## src/rtl/i2c_tpm_br_pkg.sv

```systemverilog
package i2c_tpm_br_pkg;

  typedef enum logic [1:0] {
    K_NONE = 2'd0,
    K_BYTE = 2'd1,
    K_WORD = 2'd2,
    K_FIFO = 2'd3
  } reg_kind_e;

  typedef struct packed {
    logic      hit;
    reg_kind_e kind;
    logic [15:0] addr;
  } map_ent_t;

  localparam logic [15:0] ADDR_ACCESS = 16'h0000;
  localparam logic [15:0] ADDR_STATUS = 16'h0018;
  localparam logic [15:0] ADDR_FIFO   = 16'h0024;
  localparam logic [15:0] ADDR_DIDVID = 16'h0F00;

  function automatic map_ent_t map_lookup(input logic [7:0] idx);
    map_ent_t e;
    e = '{hit: 1'b0, kind: K_NONE, addr: 16'h0000};
    case (idx)
      8'h00: e = '{hit: 1'b1, kind: K_BYTE, addr: ADDR_ACCESS};
      8'h01: e = '{hit: 1'b1, kind: K_WORD, addr: ADDR_STATUS};
      8'h05: e = '{hit: 1'b1, kind: K_FIFO, addr: ADDR_FIFO};
      8'h06: e = '{hit: 1'b1, kind: K_WORD, addr: ADDR_DIDVID};
      default: ;
    endcase
    return e;
  endfunction

endpackage

```

## src/rtl/i2c_tpm_map.sv

```systemverilog
module i2c_tpm_map
  import i2c_tpm_br_pkg::*;
(
  input  logic [7:0] idx_i,
  output map_ent_t   ent_o
);
  always_comb ent_o = map_lookup(idx_i);
endmodule

```

## src/rtl/i2c_tpm_pktbuf.sv

```systemverilog
module i2c_tpm_pktbuf #(
  parameter  int DEPTH = 64,
  localparam int LW    = $clog2(DEPTH + 1),
  localparam int AW    = $clog2(DEPTH)
) (
  input  logic          clk_i,
  input  logic          rst_ni,
  input  logic          en_i,
  input  logic          valid_i,
  input  logic [7:0]    data_i,
  input  logic          end_i,
  input  logic [AW-1:0] rd_idx_i,
  output logic [LW-1:0] len_o,
  output logic          ovf_o,
  output logic [7:0]    first_o,
  output logic [7:0]    rd_data_o
);
  logic [7:0] mem [DEPTH];
  logic       room;

  assign room = (len_o < LW'(DEPTH));

  always_ff @(posedge clk_i) begin
    if (en_i && valid_i && room) mem[len_o[AW-1:0]] <= data_i;
  end

  always_ff @(posedge clk_i or negedge rst_ni) begin
    if (!rst_ni) begin
      len_o <= '0;
      ovf_o <= 1'b0;
    end else if (en_i) begin
      if (end_i) begin
        len_o <= '0;
        ovf_o <= 1'b0;
      end else if (valid_i) begin
        if (room) len_o <= len_o + LW'(1);
        else      ovf_o <= 1'b1;
      end
    end
  end

  assign first_o   = (len_o != '0) ? mem[0] : 8'h00;
  assign rd_data_o = mem[rd_idx_i];

  a_r8_len_bound: assert property (@(posedge clk_i) disable iff (!rst_ni)
    len_o <= LW'(DEPTH));
endmodule

```

## src/rtl/i2c_tpm_seq.sv

```systemverilog
module i2c_tpm_seq
  import i2c_tpm_br_pkg::*;
#(
  parameter  int DEPTH    = 64,
  parameter  int FIFO_MAX = 62,
  parameter  int BURST_W  = 6,
  parameter  int ERR_W    = 8,
  localparam int LW       = $clog2(DEPTH + 1),
  localparam int AW       = $clog2(DEPTH),
  localparam int NW       = (LW > BURST_W) ? LW : BURST_W
) (
  input  logic               clk_i,
  input  logic               rst_ni,
  input  logic               end_i,
  input  logic [LW-1:0]      len_i,
  input  logic               ovf_i,
  input  map_ent_t           ent_i,
  input  logic [BURST_W-1:0] burst_i,
  output logic               idle_o,
  output logic [AW-1:0]      cnt_o,
  output logic               reg_rd_o,
  output logic               reg_wr_o,
  output logic [15:0]        reg_addr_o,
  output logic               tx_push_o,
  output logic               tx_done_o,
  output logic [ERR_W-1:0]   err_o
);
  typedef enum logic [1:0] {S_IDLE, S_RD, S_WR, S_DONE} st_e;
  st_e st_q;
  logic [NW-1:0] cnt_q, num_q, num_d, dlen;
  logic drop, go_rd, go_wr;

  always_comb begin
    drop  = 1'b0;
    go_rd = 1'b0;
    go_wr = 1'b0;
    num_d = '0;
    dlen  = NW'(len_i) - NW'(1);
    if (st_q == S_IDLE && end_i) begin
      if (len_i == '0 || !ent_i.hit) begin
        drop = 1'b1;
      end else if (len_i == LW'(1)) begin
        go_rd = 1'b1;
        case (ent_i.kind)
          K_BYTE:  num_d = NW'(1);
          K_WORD:  num_d = NW'(4);
          default: num_d = NW'(burst_i);
        endcase
      end else if (ent_i.kind == K_FIFO) begin
        if (ovf_i || dlen > NW'(FIFO_MAX)) drop = 1'b1;
        else begin go_wr = 1'b1; num_d = dlen; end
      end else if (dlen != ((ent_i.kind == K_BYTE) ? NW'(1) : NW'(4))) begin
        drop = 1'b1;
      end else begin
        go_wr = 1'b1;
        num_d = dlen;
      end
    end
  end

  always_ff @(posedge clk_i or negedge rst_ni) begin
    if (!rst_ni) begin
      st_q       <= S_IDLE;
      cnt_q      <= '0;
      num_q      <= '0;
      reg_addr_o <= '0;
      err_o      <= '0;
    end else begin
      if (drop && err_o != '1) err_o <= err_o + ERR_W'(1);
      case (st_q)
        S_IDLE: begin
          cnt_q <= '0;
          num_q <= num_d;
          if (go_rd || go_wr) reg_addr_o <= ent_i.addr;
          if (go_wr)      st_q <= S_WR;
          else if (go_rd) st_q <= (num_d == '0) ? S_DONE : S_RD;
        end
        S_RD: begin
          cnt_q <= cnt_q + NW'(1);
          if (cnt_q == num_q - NW'(1)) st_q <= S_DONE;
        end
        S_WR: begin
          cnt_q <= cnt_q + NW'(1);
          if (cnt_q == num_q - NW'(1)) begin
            st_q       <= S_IDLE;
            reg_addr_o <= '0;
          end
        end
        default: begin
          st_q       <= S_IDLE;
          reg_addr_o <= '0;
        end
      endcase
    end
  end

  assign idle_o    = (st_q == S_IDLE);
  assign cnt_o     = cnt_q[AW-1:0];
  assign reg_rd_o  = (st_q == S_RD);
  assign reg_wr_o  = (st_q == S_WR);
  assign tx_push_o = (st_q == S_RD);
  assign tx_done_o = (st_q == S_DONE);

  a_r12_rd_wr_excl: assert property (@(posedge clk_i) disable iff (!rst_ni)
    !(reg_rd_o && reg_wr_o));
  a_r5_done_single: assert property (@(posedge clk_i) disable iff (!rst_ni)
    tx_done_o |=> !tx_done_o);
  a_r10_err_monotonic: assert property (@(posedge clk_i) disable iff (!rst_ni)
    1'b1 |=> err_o >= $past(err_o));
  a_r2_addr_mapped: assert property (@(posedge clk_i) disable iff (!rst_ni)
    (reg_rd_o || reg_wr_o) |-> (reg_addr_o == ADDR_ACCESS || reg_addr_o == ADDR_STATUS ||
                                reg_addr_o == ADDR_FIFO || reg_addr_o == ADDR_DIDVID));
  a_r8_fifo_limit: assert property (@(posedge clk_i) disable iff (!rst_ni)
    (reg_wr_o && reg_addr_o == ADDR_FIFO) |-> (NW'(cnt_o) < NW'(FIFO_MAX)));
  a_r11_wr_no_tx: assert property (@(posedge clk_i) disable iff (!rst_ni)
    reg_wr_o |=> !tx_done_o);
endmodule

```

## src/rtl/i2c_tpm_bridge.sv

```systemverilog
module i2c_tpm_bridge
  import i2c_tpm_br_pkg::*;
#(
  parameter  int DEPTH    = 64,
  parameter  int FIFO_MAX = 62,
  parameter  int BURST_W  = 6,
  parameter  int ERR_W    = 8,
  localparam int LW       = $clog2(DEPTH + 1),
  localparam int AW       = $clog2(DEPTH)
) (
  input  logic               clk_i,
  input  logic               rst_ni,
  input  logic               rx_valid_i,
  input  logic [7:0]         rx_data_i,
  input  logic               rx_end_i,
  input  logic [BURST_W-1:0] burst_cnt_i,
  output logic               reg_rd_o,
  output logic               reg_wr_o,
  output logic [15:0]        reg_addr_o,
  output logic [AW-1:0]      reg_off_o,
  output logic [7:0]         reg_wdata_o,
  input  logic [7:0]         reg_rdata_i,
  output logic               tx_push_o,
  output logic [7:0]         tx_data_o,
  output logic               tx_done_o,
  output logic [ERR_W-1:0]   err_cnt_o
);
  logic [LW-1:0] len;
  logic          ovf, idle;
  logic [7:0]    first_b, rd_b;
  logic [AW-1:0] cnt;
  map_ent_t      ent;

  i2c_tpm_pktbuf #(.DEPTH(DEPTH)) u_buf (
    .clk_i, .rst_ni,
    .en_i      (idle),
    .valid_i   (rx_valid_i),
    .data_i    (rx_data_i),
    .end_i     (rx_end_i),
    .rd_idx_i  (cnt + AW'(1)),
    .len_o     (len),
    .ovf_o     (ovf),
    .first_o   (first_b),
    .rd_data_o (rd_b)
  );

  i2c_tpm_map u_map (.idx_i(first_b), .ent_o(ent));

  i2c_tpm_seq #(
    .DEPTH(DEPTH), .FIFO_MAX(FIFO_MAX), .BURST_W(BURST_W), .ERR_W(ERR_W)
  ) u_seq (
    .clk_i, .rst_ni,
    .end_i      (rx_end_i),
    .len_i      (len),
    .ovf_i      (ovf),
    .ent_i      (ent),
    .burst_i    (burst_cnt_i),
    .idle_o     (idle),
    .cnt_o      (cnt),
    .reg_rd_o   (reg_rd_o),
    .reg_wr_o   (reg_wr_o),
    .reg_addr_o (reg_addr_o),
    .tx_push_o  (tx_push_o),
    .tx_done_o  (tx_done_o),
    .err_o      (err_cnt_o)
  );

  assign reg_off_o   = (reg_rd_o || reg_wr_o) ? cnt : '0;
  assign reg_wdata_o = reg_wr_o ? rd_b : 8'h00;
  assign tx_data_o   = tx_push_o ? reg_rdata_i : 8'h00;
endmodule

```

## config.mk

```make
export PLATFORM = sky130hd
export DESIGN_NAME = i2c_tpm_bridge
export DESIGN_NICKNAME = d
export VERILOG_FILES = /design/src/rtl/i2c_tpm_br_pkg.sv /design/src/rtl/i2c_tpm_map.sv /design/src/rtl/i2c_tpm_pktbuf.sv /design/src/rtl/i2c_tpm_seq.sv /design/src/rtl/i2c_tpm_bridge.sv
export SDC_FILE = /design/constraint.sdc
export NUM_CORES = 1
export LEC_CHECK = 0
export BUFFER_PORTS_ARGS = -buffer_cell sky130_fd_sc_hd__buf_4
export CAP_MARGIN = 20
export CORE_MARGIN = 1
export CORE_UTILIZATION = 67
export DETAILED_ROUTE_END_ITERATION = 8
export GPL_TIMING_DRIVEN = 0
export HOLD_SLACK_MARGIN = 0.1
export PLACE_DENSITY = 0.85
export SLEW_MARGIN = 0
export SYNTH_ARGS = -nofsm -noshare
export SYNTH_HDL_FRONTEND = slang
export SYNTH_HIERARCHICAL = 1
export SYNTH_SLANG_ARGS = --single-unit
```

## constraint.sdc

```tcl
create_clock -name clk_i -period 9.5 [get_ports clk_i]
set_input_delay 1.9 -clock clk_i [delete_from_list [all_inputs] [get_ports clk_i]]
set_output_delay 1.9 -clock clk_i [all_outputs]
set_load 0.01 [all_outputs]
```

# Word-level counts from Yosys, hierarchy flattened
# Memory sizes are Yosys's and may differ from the RTL's.
# Index checks and enable logic that the tools add are counted.
totals:
  word_cells: 103
  out_inout_bits: 50
  n_memories: 1
  reg_bits: 48
  in_bits: 26
  mem_bits_rw: 512
classes:
  n_addsub: 6
  muxes: 46
  reduce_logical: 22
  bitwise: 1
  order_cmp: 2
  n_eq_ne: 18
mem_list:
  columns: ["name", "words", "width", "read_ports", "rd_clocked_by_memory_dff", "wr", "line_no", "source"]
  rows:
  - ["u_buf.mem", 64, 8, 2, 0, 1, "i2c_tpm_pktbuf.sv:18", "logic [7:0] mem [DEPTH];"]
ops:
  columns: ["operator", "n"]
  rows:
  - ["one-hot mux 19 bit (4 select lines)", 1]
  - ["2-to-1 mux 7 bit", 9]
  - ["one-hot mux 16 bit (3 select lines)", 1]
  - ["2-to-1 mux 16 bit", 2]
  - ["2-to-1 mux 8 bit", 3]
  - ["2-to-1 mux 1 bit", 20]
  - ["equality test 8 x 3 -> 1 bit (second input constant)", 2]
  - ["adder 7 x 1 -> 7 bit (second input constant)", 2]
  - ["zero test 7 bit", 2]
  - ["one-hot mux 7 bit (2 select lines)", 1]
  - ["subtractor 7 x 1 -> 7 bit (second input constant)", 2]
  - ["one-hot mux 6 bit (2 select lines)", 1]
  - ["AND reduction 3 bit", 4]
  - ["2-to-1 mux 2 bit", 5]
  - ["adder 8 x 1 -> 8 bit (second input constant)", 1]
  - ["equality test 2 bit (second input constant)", 4]
  - ["equality test 8 x 1 -> 1 bit (second input constant)", 1]
  - ["zero test 8 bit", 1]
  - ["inequality test 8 bit (second input constant)", 1]
  - ["equality test 7 x 1 -> 1 bit (second input constant)", 1]
  - ["equality test 7 bit", 1]
  - ["> comparator 7 x 6 -> 1 bit (second input constant)", 1]
  - ["less-than comparator 7 bit (second input constant)", 1]
  - ["inequality test 7 bit", 1]
  - ["16 further kinds", 27]

# Logic depth before layout (Yosys ltp)
# Gate-level depths: netlist of the first run.
depth:
  word_depth: 17
  mapped_depth: 18

# By module
# Netlist of the first run, hierarchy kept.
by_module_without_submodules:
  columns: ["mod", "seq_area_each_um2", "cells_per_inst", "area_each_um2", "instances"]
  rows:
  - ["i2c_tpm_pktbuf", 15574.9, 961, 20368.3, 1]
  - ["i2c_tpm_seq", 1001.0, 292, 2715.1, 1]
  - ["i2c_tpm_bridge", 0.0, 32, 219.0, 1]
  - ["i2c_tpm_map", 0.0, 29, 197.7, 1]

# Least setup slack after synthesis of the first run
# No wires, ideal clock.
synth_timing:
  kind: "flip-flop to output port"
  start: "reg u_seq.cnt_q[0]"
  end: "out reg_wdata_o[0]"
  stages_incl_launch_ff: 11
  path_slack_ps: 5105
  required_ps: 7600
  path_buffers: 3
  arrival_ps: 2495
  path_cell_list: "dfrtp_1 -> buf_4 -> ha_1 -> xor2_1 -> buf_4 -> clkbuf_1 -> mux4_2 -> o221ai_1 -> a21oi_1 -> a22o_1 -> and2_1"
synth_via:
  elab_chain_len: 3
synth_lines:
  columns: ["element", "line_no", "source"]
  rows:
  - ["start: declaration", "i2c_tpm_seq.sv:30", "logic [NW-1:0] cnt_q, num_q, num_d, dlen;"]
  - ["start signal: assignment", "i2c_tpm_seq.sv:79", "cnt_q <= cnt_q + NW'(1);"]
  - ["start signal: assignment", "i2c_tpm_seq.sv:83", "cnt_q <= cnt_q + NW'(1);"]
  - ["adder 6 x 1 -> 6 bit", "i2c_tpm_bridge.sv:40", ".rd_idx_i (cnt + AW'(1)),"]
  - ["memory (64 x 8 bit)", null, null]
  - ["named net rd_b[0]", "i2c_tpm_bridge.sv:30", "logic [7:0] first_b, rd_b;"]
  - ["2-to-1 mux 8 bit", "i2c_tpm_bridge.sv:69", "assign reg_wdata_o = reg_wr_o ? rd_b : 8'h00;"]
  - ["end: declaration", "i2c_tpm_bridge.sv:21", "output logic [7:0] reg_wdata_o,"]
# The timed path passes the listed nets, and every way through them passes these cells.

# Final worst setup path of the first run
layout_timing:
  start: "reg u_seq.cnt_q[0]"
  end: "out reg_wdata_o[7]"
# Same word-level chain as after synthesis.

==> reports/metrics.csv, run 1 <==
stage;metric;value;unit
outcome;outcome;complete, no violations;
synth;syn_area;0.0235;mm²
pwr;leakage;8.90;nW
sta;fin_skew;0.0154;ns
cts;clock_path_buffers;3;
grt;first_global_vias;13400;
cts;clk_pin_slew;0.06;ns
place;placed_area;0.0247;mm²
die;die_h;189;µm
sta;slew_violations;0;
synth;async_flop_share;0.0857;
final_layout;multi_input_area;0.00628;mm²
sta;setup_tns;0;ns
route;drtAntennaViolNets;0;
cts;cts_tree;done;
cts;cts_sinks;560;
synth;syn_inst;1314;
synth;synth_seq_cells;560;
synth;yosysUniqueCellTypes;78;
sta;hold_viol;0;
die;initial_core_util;0.680;
route;drc_errors;0;
sta;finalSetupViolCount;0;
cts;cts_hold_buf;0;
setup_path;cp.required;7.60;ns
final_layout;n_fill_cell;1851;
grt;overflow;0;
route;wl;57800;µm
route;drt_iter0_drc;1630;
synth;synth-edff-count;512;
synth;yosysTopAreaCell;edfxtp_1;
cts;postCtsSetupBuffers;0;
route;vias;13600;
place;place_hpwl;35600;µm
sta;rsz0062_at_grt;no;
cts;cts_buffers;52;
setup_path;crit_path_end_kind;output pin;
sta;layout_min_cycle_time;6.60;ns
sta;period_share;0.695;
grt;grt_max_degree;65;
flow_run;cap_violations;0;
pwr;vdd.ir_drop.worst;0.189;mV
setup_path;startpoint;u_seq/cnt_q[0]$_DFFE_PN0P_;
synth;synth-main-ff-cell;edfxtp_1;
cts;clk_latency;0.59;ns
final_layout;area_delta_synth_final;12.1;%
worst_hold_path;hold_class;register to register;
grt;antenna_found_initial;1;
setup_path;r2r-start;u_buf/len_o[4]$_DFFE_PN0P_;
die;coreArea;0.0345;mm²
synth;synth_area_per_cell;17.9;µm²
setup_path;critical_path_peak_fanout;10;
cts;cts_root_buffer;clkbuf_16;
final_layout;antenna_cells;0;
place;gp_congestion;0.981;
place;place_inst;1851;
cts;ctsHtreeMaxLevel;2;
setup_path;path_class;register to output pin;
grt;grt_usage;0.333;
place;port_buffers;75;
cts;cts_resized;0;
synth;synth_area_leaders;edfxtp_1 (65%), mux4_2 (12%), dfrtp_1 (5.1%);
route;dr.pass1.iters;5;
synth;synth.top_cell.area_share;0.654;
sta;max_freq;0.151;GHz
final_layout;fin_area;0.0263;mm²
synth;ys_warn_count;6;
pwr;p_total;0.00723;W
worst_hold_path;min-delay-start;u_seq/err_o[7]$_DFFE_PN0P_;
setup_path;cp-start-kind;register;
final_layout;fin_cells;1947;
die;io_pins;76;
setup_path;arrival;4.70;ns
die;design.die.area;0.0358;mm²
die;placementRows;68;
final_layout;seqCellArea;0.0166;mm²
route;wl_per_cell;29.7;µm
pwr;cellPowerDensity;275;mW/mm²
grt;grt_first_pass_wirelength;85000;µm
sta;worstMarginPinSlew;1.00;ns
synth;synth.yosys.seq_area_share;0.705;
final_layout;layout-drive-gt1-share;0.237;
route;viasPerCell;6.96;
die;chipWidth;189;µm
sta;slew_headroom;0.330;
final_layout;layout.nets;1494;
[worst max-delay path, stage by stage, from the launching register on]
cell,delay (ns)
dfrtp_1,0.44
buf_4,0.17
ha_1,0.21
xor2_1,0.57
buf_2,0.53
buf_1,0.78
mux2i_1,0.25
a211oi_1,0.61
a22o_1,0.23
and2_1,0.18
buf_4,0.14
[final cells by class]
class / count / area share
Inverter: 37 / 0.00527
Sequential cell: 560 / 0.629
Clock buffer: 62 / 0.0508
Timing Repair Buffer: 75 / 0.0214
Clock inverter: 34 / 0.0131
Tap cell: 455 / 0.0216
Multi-Input combinational cell: 640 / 0.239
Buffer: 84 / 0.0200
[logic make-up (layout without fill, tap and decap cells)]
logic type,after synthesis,count (layout),synth area share
buffers and inverters,121,292,0.0283
AO/OA/AOI/OAI,128,128,0.0409
flip-flops,560,560,0.705
AND/OR/NAND/NOR,273,273,0.0602
adder cells (fa/ha/maj),18,18,0.00958
multiplexers,184,184,0.144
XOR/XNOR,29,29,0.0114
other,1,8,0.000160
[Yosys cell counts, drive strengths merged, types with 3 or more instances]
cell type	n
dfrtp	48
edfxtp	512
mux2i	51
nor2	93
ha	18
or3	8
nand3b	8
nor2b	16
or3b	5
a221oi	3
o21ai	17
a211o	8
buf	59
mux4	122
o22ai	18
inv	37
a31oi	9
nand2b	5
nand3	17
and2	31
a21oi	13
xnor2	15
nand4	6
nor3	18
xor2	13
a22o	12
or2	4
a22oi	6
nand2	45
and3	6
mux2	11
nor4	3
clkbuf	25
o221ai	18
a211oi	6
[path summary, 6_finish.rpt]
check                                              to  slack, ns  depth (start not counted)
min in group asynchronous  u_seq/err_o[3]$_DFFE_PN0P_       1.34                          1
max reg2reg                u_seq/err_o[1]$_DFFE_PN0P_       4.60                         15
min reg2reg                u_seq/err_o[7]$_DFFE_PN0P_       0.50                          1
max                                    reg_wdata_o[7]       2.90                         10
max in group asynchronous  u_seq/num_q[2]$_DFFE_PN0P_       7.71                          1
min                        u_seq/err_o[7]$_DFFE_PN0P_       0.50                          1
[layout by cell type (no fill, tap or decap), types with 7 or more instances in the layout]
master	Yosys	routed
xor2_1	13	13
buf_2	15	15
ha_1	18	18
nor2_1	93	93
nand3b_1	8	8
conb_1	1	8
clkinv_1	0	16
xnor2_1	15	15
bufinv_16	0	7
and2_1	31	31
clkbuf_1	25	35
nand3_1	16	16
a211o_1	8	8
edfxtp_1	512	512
a21oi_1	12	12
o22ai_1	18	18
clkbuf_16	0	52
nor3_1	17	17
clkinv_2	0	7
nor2b_1	14	14
mux4_2	121	121
inv_1	37	37
mux2_2	9	9
or3_1	7	7
buf_4	37	112
a31oi_1	8	8
a22o_1	12	12
dfrtp_1	48	48
o221ai_1	18	18
o21ai_0	14	14
nand2_1	44	44
mux2i_1	51	51
[where the power goes]
part	switching, W	internal, W	total (W)
Clock	0.000884	0.00119	0.00208
Sequential	0.0000633	0.00276	0.00282
Combinational	0.00133	0.00101	0.00233
Total	0.00227	0.00496	0.00723
[registers in the layout (all words and copies together) (netlist names)]
name / count
u_buf/len_o: 7
u_buf/mem: 512
u_buf/ovf_o: 1
u_seq/cnt_q: 7
u_seq/err_o: 8
u_seq/num_q: 7
u_seq/reg_addr_o: 16
u_seq/st_q: 2
[layer usage]
metal	wire (µm)	GRT usage	up-vias
met2	27500	0.528	1048
met4	3100	0.158	2
met5	12	0	-
li1	-	-	5468
met1	20100	0.438	6825
met3	7080	0.0860	217
[metrics by stage]
stage          hold slack [ns]   util  setup WS, ns
5_1_grt                  0.537  0.763          2.94
3_3_place_gp             0.483  0.714          3.84
4_1_cts                  0.499  0.763          3.14
3_5_place_dp             0.488  0.714          3.76
2_1_floorplan            0.463      -          5.10
6_report                 0.500  0.763          2.90
Power figures use the tool's default switching activity.
==> run 2, diff against run 1 <==
--- a/config.mk
+++ b/config.mk
@@ -8,11 +8,11 @@
 export BUFFER_PORTS_ARGS = -buffer_cell sky130_fd_sc_hd__buf_4
 export CAP_MARGIN = 20
 export CORE_MARGIN = 1
-export CORE_UTILIZATION = 67
+export CORE_UTILIZATION = 62
 export DETAILED_ROUTE_END_ITERATION = 8
 export GPL_TIMING_DRIVEN = 0
 export HOLD_SLACK_MARGIN = 0.1
-export PLACE_DENSITY = 0.85
+export PLACE_DENSITY = 0.8
 export SLEW_MARGIN = 0
 export SYNTH_ARGS = -nofsm -noshare
 export SYNTH_HDL_FRONTEND = slang
==> constraint.sdc (replaced) <==
create_clock -name clk_i -period 6.5 [get_ports clk_i]
set_input_delay 1.3 -clock clk_i [delete_from_list [all_inputs] [get_ports clk_i]]
set_output_delay 1.3 -clock clk_i [all_outputs]
set_load 0.01 [all_outputs]
==> reports/metrics.csv, run 2 (synthesized netlist as in run 1, its figures left out) <==
stage;metric;value;unit
grt;overflow;0;
setup_path;crit_path_end_kind;output pin;
place;place_ws;1.56;ns
setup_path;path_class;register to output pin;
place;gp_congestion;0.909;
pwr;vdd.ir_drop.worst;0.280;mV
die;chipWidth;197;µm
route;viasPerCell;6.65;
sta;worstMarginPinSlew;1.04;ns
cts;postCtsSetupBuffers;0;
grt;first_global_vias;13100;
route;vias;13300;
cts;cts_hold_buf;0;
setup_path;worst_path_max_delay_cell;buf_1;
sta;setup_tns;0;ns
outcome;outcome;complete, no violations;
cts;clock_path_buffers;3;
setup_path;worst-r2r-setup-slack;1.67;ns
sta;fin_skew;0.0113;ns
place;place_hpwl;35200;µm
grt;grt_max_degree;65;
final_layout;antenna_cells;0;
cts;clk_pin_slew;0.06;ns
place;place_inst;1900;
cts;cts_root_buffer;clkbuf_16;
setup_path;rr_endpoint;u_seq/err_o[1]$_DFFE_PN0P_;
worst_hold_path;min-delay-start;u_seq/err_o[7]$_DFFE_PN0P_;
cts;cts_sinks;560;
worst_hold_path;whs_path_depth;1;
die;coreArea;0.0370;mm²
final_layout;final_cell_mix;edfxtp_1 (512), mux4_2 (121), buf_4 (112);
setup_path;cp-start-kind;register;
route;drt_iter0_drc;1638;
route;drtAntennaViolNets;0;
sta;layout_min_cycle_time;5.76;ns
die;die_h;197;µm
route;dr.pass1.iters;8;
pwr;leakage;8.92;nW
worst_hold_path;min_to;u_seq/err_o[7]$_DFFE_PN0P_;
sta;finalSetupViolCount;0;
die;design.die.area;0.0387;mm²
grt;antenna_found_initial;1;
setup_path;crit_path_frequent_cell;buf_4;
final_layout;layout.nets;1496;
final_layout;fin_cells;1998;
sta;hold_viol;0;
final_layout;largest_reg_flops;512;
worst_hold_path;hold_class;register to register;
setup_path;arrival;4.46;ns
grt;grt_first_pass_wirelength;82000;µm
route;drc_errors;0;
cts;ctsHtreeMaxLevel;2;
final_layout;final_common_cell;edfxtp_1;
final_layout;n_fill_cell;2255;
place;port_buffers;75;
cts;cts_tree;done;
flow_run;cap_violations;0;
setup_path;critPathMaxStageDelay;0.83;ns
route;wl_per_cell;27.9;µm
cts;cts_buffers;54;
sta;slew_violations;0;
setup_path;crit_chain;buf_4 > ha_1 > xor2_1 > buf_2 > buf_1 > nand3_1 > o221ai_1 > a21oi_1 > a22o_1 > and2_1 > buf_4;
final_layout;area_delta_synth_final;12.4;%
setup_path;r2r-start;u_buf/len_o[4]$_DFFE_PN0P_;
grt;grt_usage;0.297;
cts;clk_latency;0.60;ns
cts;cts_resized;0;
die;io_pins;76;
setup_path;critical_path_peak_fanout;10;
setup_path;r2r_cells;15;
final_layout;layout-drive-gt1-share;0.239;
die;initial_core_util;0.636;
sta;rsz0062_at_grt;no;
sta;slew_headroom;0.304;
sta;fin_ws;0.736;ns
pwr;cellPowerDensity;400;mW/mm²
setup_path;cp.required;5.20;ns
die;placementRows;70;
sta;max_freq;0.174;GHz
sta;period_share;0.887;
route;wl;55800;µm
## run 2: cell count changes in the layout (fill, tap and decap cells not counted), sizes merged
cell,previous run,this run
bufinv,7,5
clkbuf,87,94
clkinv,24,20
inv,38,39
## run 2: final cells by class
| cell class | count | area, µm² | area share |
|---|---|---|---|
| Sequential cell | 560 | 16600 | 0.627 |
| Multi-Input combinational cell | 640 | 6280 | 0.238 |
| Clock buffer | 69 | 1430 | 0.0541 |
| Tap cell | 504 | 631 | 0.0239 |
| Timing Repair Buffer | 75 | 563 | 0.0213 |
| Buffer | 84 | 527 | 0.0199 |
| Clock inverter | 29 | 269 | 0.0102 |
| Inverter | 37 | 139 | 0.00526 |
## run 2: critical path, delay by kind of cell, from the launching register on
family	cells	cell delay, ns
XOR/XNOR	1	0.46
buffers and inverters	4	1.62
flip-flops	1	0.44
AO/OA/AOI/OAI	3	0.62
adder cells (fa/ha/maj)	1	0.21
AND/OR/NAND/NOR	2	0.51
## run 2: worst max-delay path by stage
stage,cells after the start,startpoint,end
2_1_floorplan,15,u_buf/len_o[4]$_DFFE_PN0P_,u_seq/err_o[1]$_DFFE_PN0P_
3_3_place_gp,10,u_seq/cnt_q[0]$_DFFE_PN0P_,reg_wdata_o[2]
3_5_place_dp,10,u_seq/cnt_q[0]$_DFFE_PN0P_,reg_wdata_o[2]
4_1_cts,10,u_seq/cnt_q[0]$_DFFE_PN0P_,reg_wdata_o[2]
5_1_grt,10,u_seq/cnt_q[0]$_DFFE_PN0P_,reg_wdata_o[5]
6_report,11,u_seq/cnt_q[0]$_DFFE_PN0P_,reg_wdata_o[3]
## run 2: report_power, final
| group | switching (W) | leakage (nW) | total, W | internal [W] |
|---|---|---|---|---|
| sequential | 0.0000927 | 5.25 | 0.00413 | 0.00404 |
| combinational | 0.00194 | 2.84 | 0.00341 | 0.00147 |
| clock | 0.00129 | 0.828 | 0.00303 | 0.00175 |
## run 2: routing by layer
metal	vias to the layer above	share of wire	track usage
li1	5489	-	-
met1	6704	0.37	0.405
met2	895	0.46	0.460
met3	201	0.11	0.0672
met4	2	0.056	0.149
met5	-	0.00014	0
## run 2: per-stage QoR
stage | power [W] | cell area, µm² | hold WS [ns] | util
after floorplan | 0.00641 | 23500 | 0.463 | -
after CTS | 0.0105 | 26400 | 0.503 | 0.715
after global placement | 0.00744 | 24700 | 0.485 | 0.669
after detailed placement | 0.00751 | 24700 | 0.490 | 0.669
after global routing | 0.0109 | 26400 | 0.527 | 0.715
final | 0.0106 | 26400 | 0.509 | 0.715
==> run 3, diff against run 2 <==
--- a/config.mk
+++ b/config.mk
@@ -5,11 +5,11 @@
 export SDC_FILE = /design/constraint.sdc
 export NUM_CORES = 1
 export LEC_CHECK = 0
-export BUFFER_PORTS_ARGS = -buffer_cell sky130_fd_sc_hd__buf_4
 export CAP_MARGIN = 20
 export CORE_MARGIN = 1
-export CORE_UTILIZATION = 62
+export CORE_UTILIZATION = 64
 export DETAILED_ROUTE_END_ITERATION = 8
+export DONT_BUFFER_PORTS = 1
 export GPL_TIMING_DRIVEN = 0
 export HOLD_SLACK_MARGIN = 0.1
 export PLACE_DENSITY = 0.8
==> reports/metrics.csv, run 3 (synthesized netlist as in run 1, its figures left out) <==
stage;metric;value;unit
outcome;outcome;complete, no violations;
place;port_buffers;0;
setup_path;worst-r2r-setup-slack;1.53;ns
cts;ctsHtreeMaxLevel;2;
die;initial_core_util;0.656;
sta;period_share;0.888;
route;viasPerCell;6.88;
route;wl;56300;µm
cts;cts_hold_buf;0;
sta;fin_skew;0.0113;ns
setup_path;critical_path_peak_fanout;10;
sta;slew_headroom;0.301;
route;wl_per_cell;29.9;µm
grt;overflow;0;
sta;hold_viol;0;
place;place_hpwl;34700;µm
sta;layout_min_cycle_time;5.77;ns
setup_path;rr_endpoint;u_seq/err_o[1]$_DFFE_PN0P_;
final_layout;antenna_cells;0;
sta;rsz0062_at_grt;no;
cts;cts_sinks;560;
cts;clk_latency;0.60;ns
route;dr.pass1.iters;6;
final_layout;final_common_cell;edfxtp_1;
route;drt_iter0_drc;1650;
cts;clk_pin_slew;0.06;ns
sta;slew_violations;0;
setup_path;cp.required;5.20;ns
cts;cts_buffers;53;
die;io_pins;76;
die;placementRows;69;
cts;postCtsSetupBuffers;0;
setup_path;cp-start-kind;register;
setup_path;worst_path_max_delay_cell;buf_1;
setup_path;r2r_cells;15;
flow_run;cap_violations;0;
route;drtAntennaViolNets;0;
setup_path;crit_chain;buf_4 > ha_1 > xor2_1 > buf_2 > buf_1 > mux2i_1 > a221oi_1 > a22o_1 > and2_1;
grt;first_global_vias;13000;
die;die_h;194;µm
cts;cts_resized;0;
sta;worstMarginPinSlew;1.05;ns
setup_path;critPathMaxStageDelay;0.77;ns
final_layout;layout-drive-gt1-share;0.201;
setup_path;r2r-start;u_buf/len_o[4]$_DFFE_PN0P_;
pwr;p_total;0.0104;W
grt;grt_max_degree;65;
grt;grt_first_pass_wirelength;83700;µm
grt;antenna_found_initial;0;
cts;cts_root_buffer;clkbuf_16;
worst_hold_path;hold_class;primary input to asynchronous set/reset pin;
setup_path;crit_path_end_kind;output pin;
die;design.die.area;0.0375;mm²
setup_path;arrival;4.47;ns
pwr;vdd.ir_drop.worst;0.278;mV
sta;finalSetupViolCount;0;
sta;whs;0.398;ns
final_layout;post-route-util;0.722;
die;chipWidth;194;µm
pwr;cellPowerDensity;404;mW/mm²
final_layout;layout.nets;1420;
cts;clock_path_buffers;3;
cts;cts_tree;done;
final_layout;largest_reg_flops;512;
place;gp_congestion;0.942;
final_layout;final_cell_mix;edfxtp_1 (512), mux4_2 (121), nor2_1 (93);
route;drc_errors;0;
pwr;leakage;8.57;nW
sta;max_freq;0.173;GHz
setup_path;path_class;register to output pin;
grt;grt_usage;0.311;
route;vias;12900;
final_layout;area_delta_synth_final;10.1;%
die;coreArea;0.0358;mm²
sta;setup_tns;0;ns
[run 3: cell count changes in the layout (fill, tap and decap cells not counted), moves of 2 or more]
cell       before  now
buf_4         112   37
bufinv_16       5    8
clkinv_1       11    9
clkinv_2        9   11
clkinv_8        0    2
[run 3: area by class of cell]
type                    count  area (µm²)
well taps                 461         577
inverters                  37         139
clock inverters            31         370
multi-input cells         640        6280
flip-flops and latches    560       16600
clock buffers              67        1400
fillers                  2111        9950
plain buffers              84         527
[run 3: worst max path at each step]
stage                                     startpoint                          to  slack, ns  cells past startpoint
after CTS                 u_seq/cnt_q[0]$_DFFE_PN0P_              reg_wdata_o[7]       0.87                      9
final                     u_seq/cnt_q[0]$_DFFE_PN0P_              reg_wdata_o[2]       0.73                      9
after floorplan           u_buf/len_o[4]$_DFFE_PN0P_  u_seq/err_o[1]$_DFFE_PN0P_       2.24                     15
after global placement    u_seq/cnt_q[0]$_DFFE_PN0P_              reg_wdata_o[7]       1.55                      9
after global routing      u_seq/cnt_q[1]$_DFFE_PN0P_              reg_wdata_o[2]       0.74                      9
after detailed placement  u_seq/cnt_q[0]$_DFFE_PN0P_              reg_wdata_o[2]       1.56                      9
[run 3: power breakdown]
part,internal (W),switching [W],leakage (nW)
Clock,0.00184,0.00130,0.869
Combinational,0.00135,0.00180,2.46
Sequential,0.00403,0.000123,5.25
Total,0.00723,0.00322,8.57
[run 3: critical path, delay by kind of cell, from the launching register on]
family,cells,cell delay [ns]
buf+inv,3,1.47
compound gates,2,0.66
xor+xnor,1,0.53
flops,1,0.44
mux,1,0.33
simple gates,1,0.23
fa+ha+maj,1,0.21
[run 3: stage by stage]
stage	area [µm²]	cells	setup WS, ns
3_5_place_dp	24100	1782	1.56
5_1_grt	25900	1880	0.740
6_report	25900	1880	0.729
2_1_floorplan	23500	1321	2.24
3_3_place_gp	24100	1782	1.55
4_1_cts	25900	1880	0.865
[run 3: layer usage]
| metal | share of wire | vias up | global-route usage |
|---|---|---|---|
| li1 | - | 5323 | - |
| met5 | 0 | - | 0 |
| met1 | 0.36 | 6585 | 0.422 |
| met3 | 0.11 | 157 | 0.0614 |
| met4 | 0.045 | 0 | 0.131 |
| met2 | 0.49 | 877 | 0.502 |
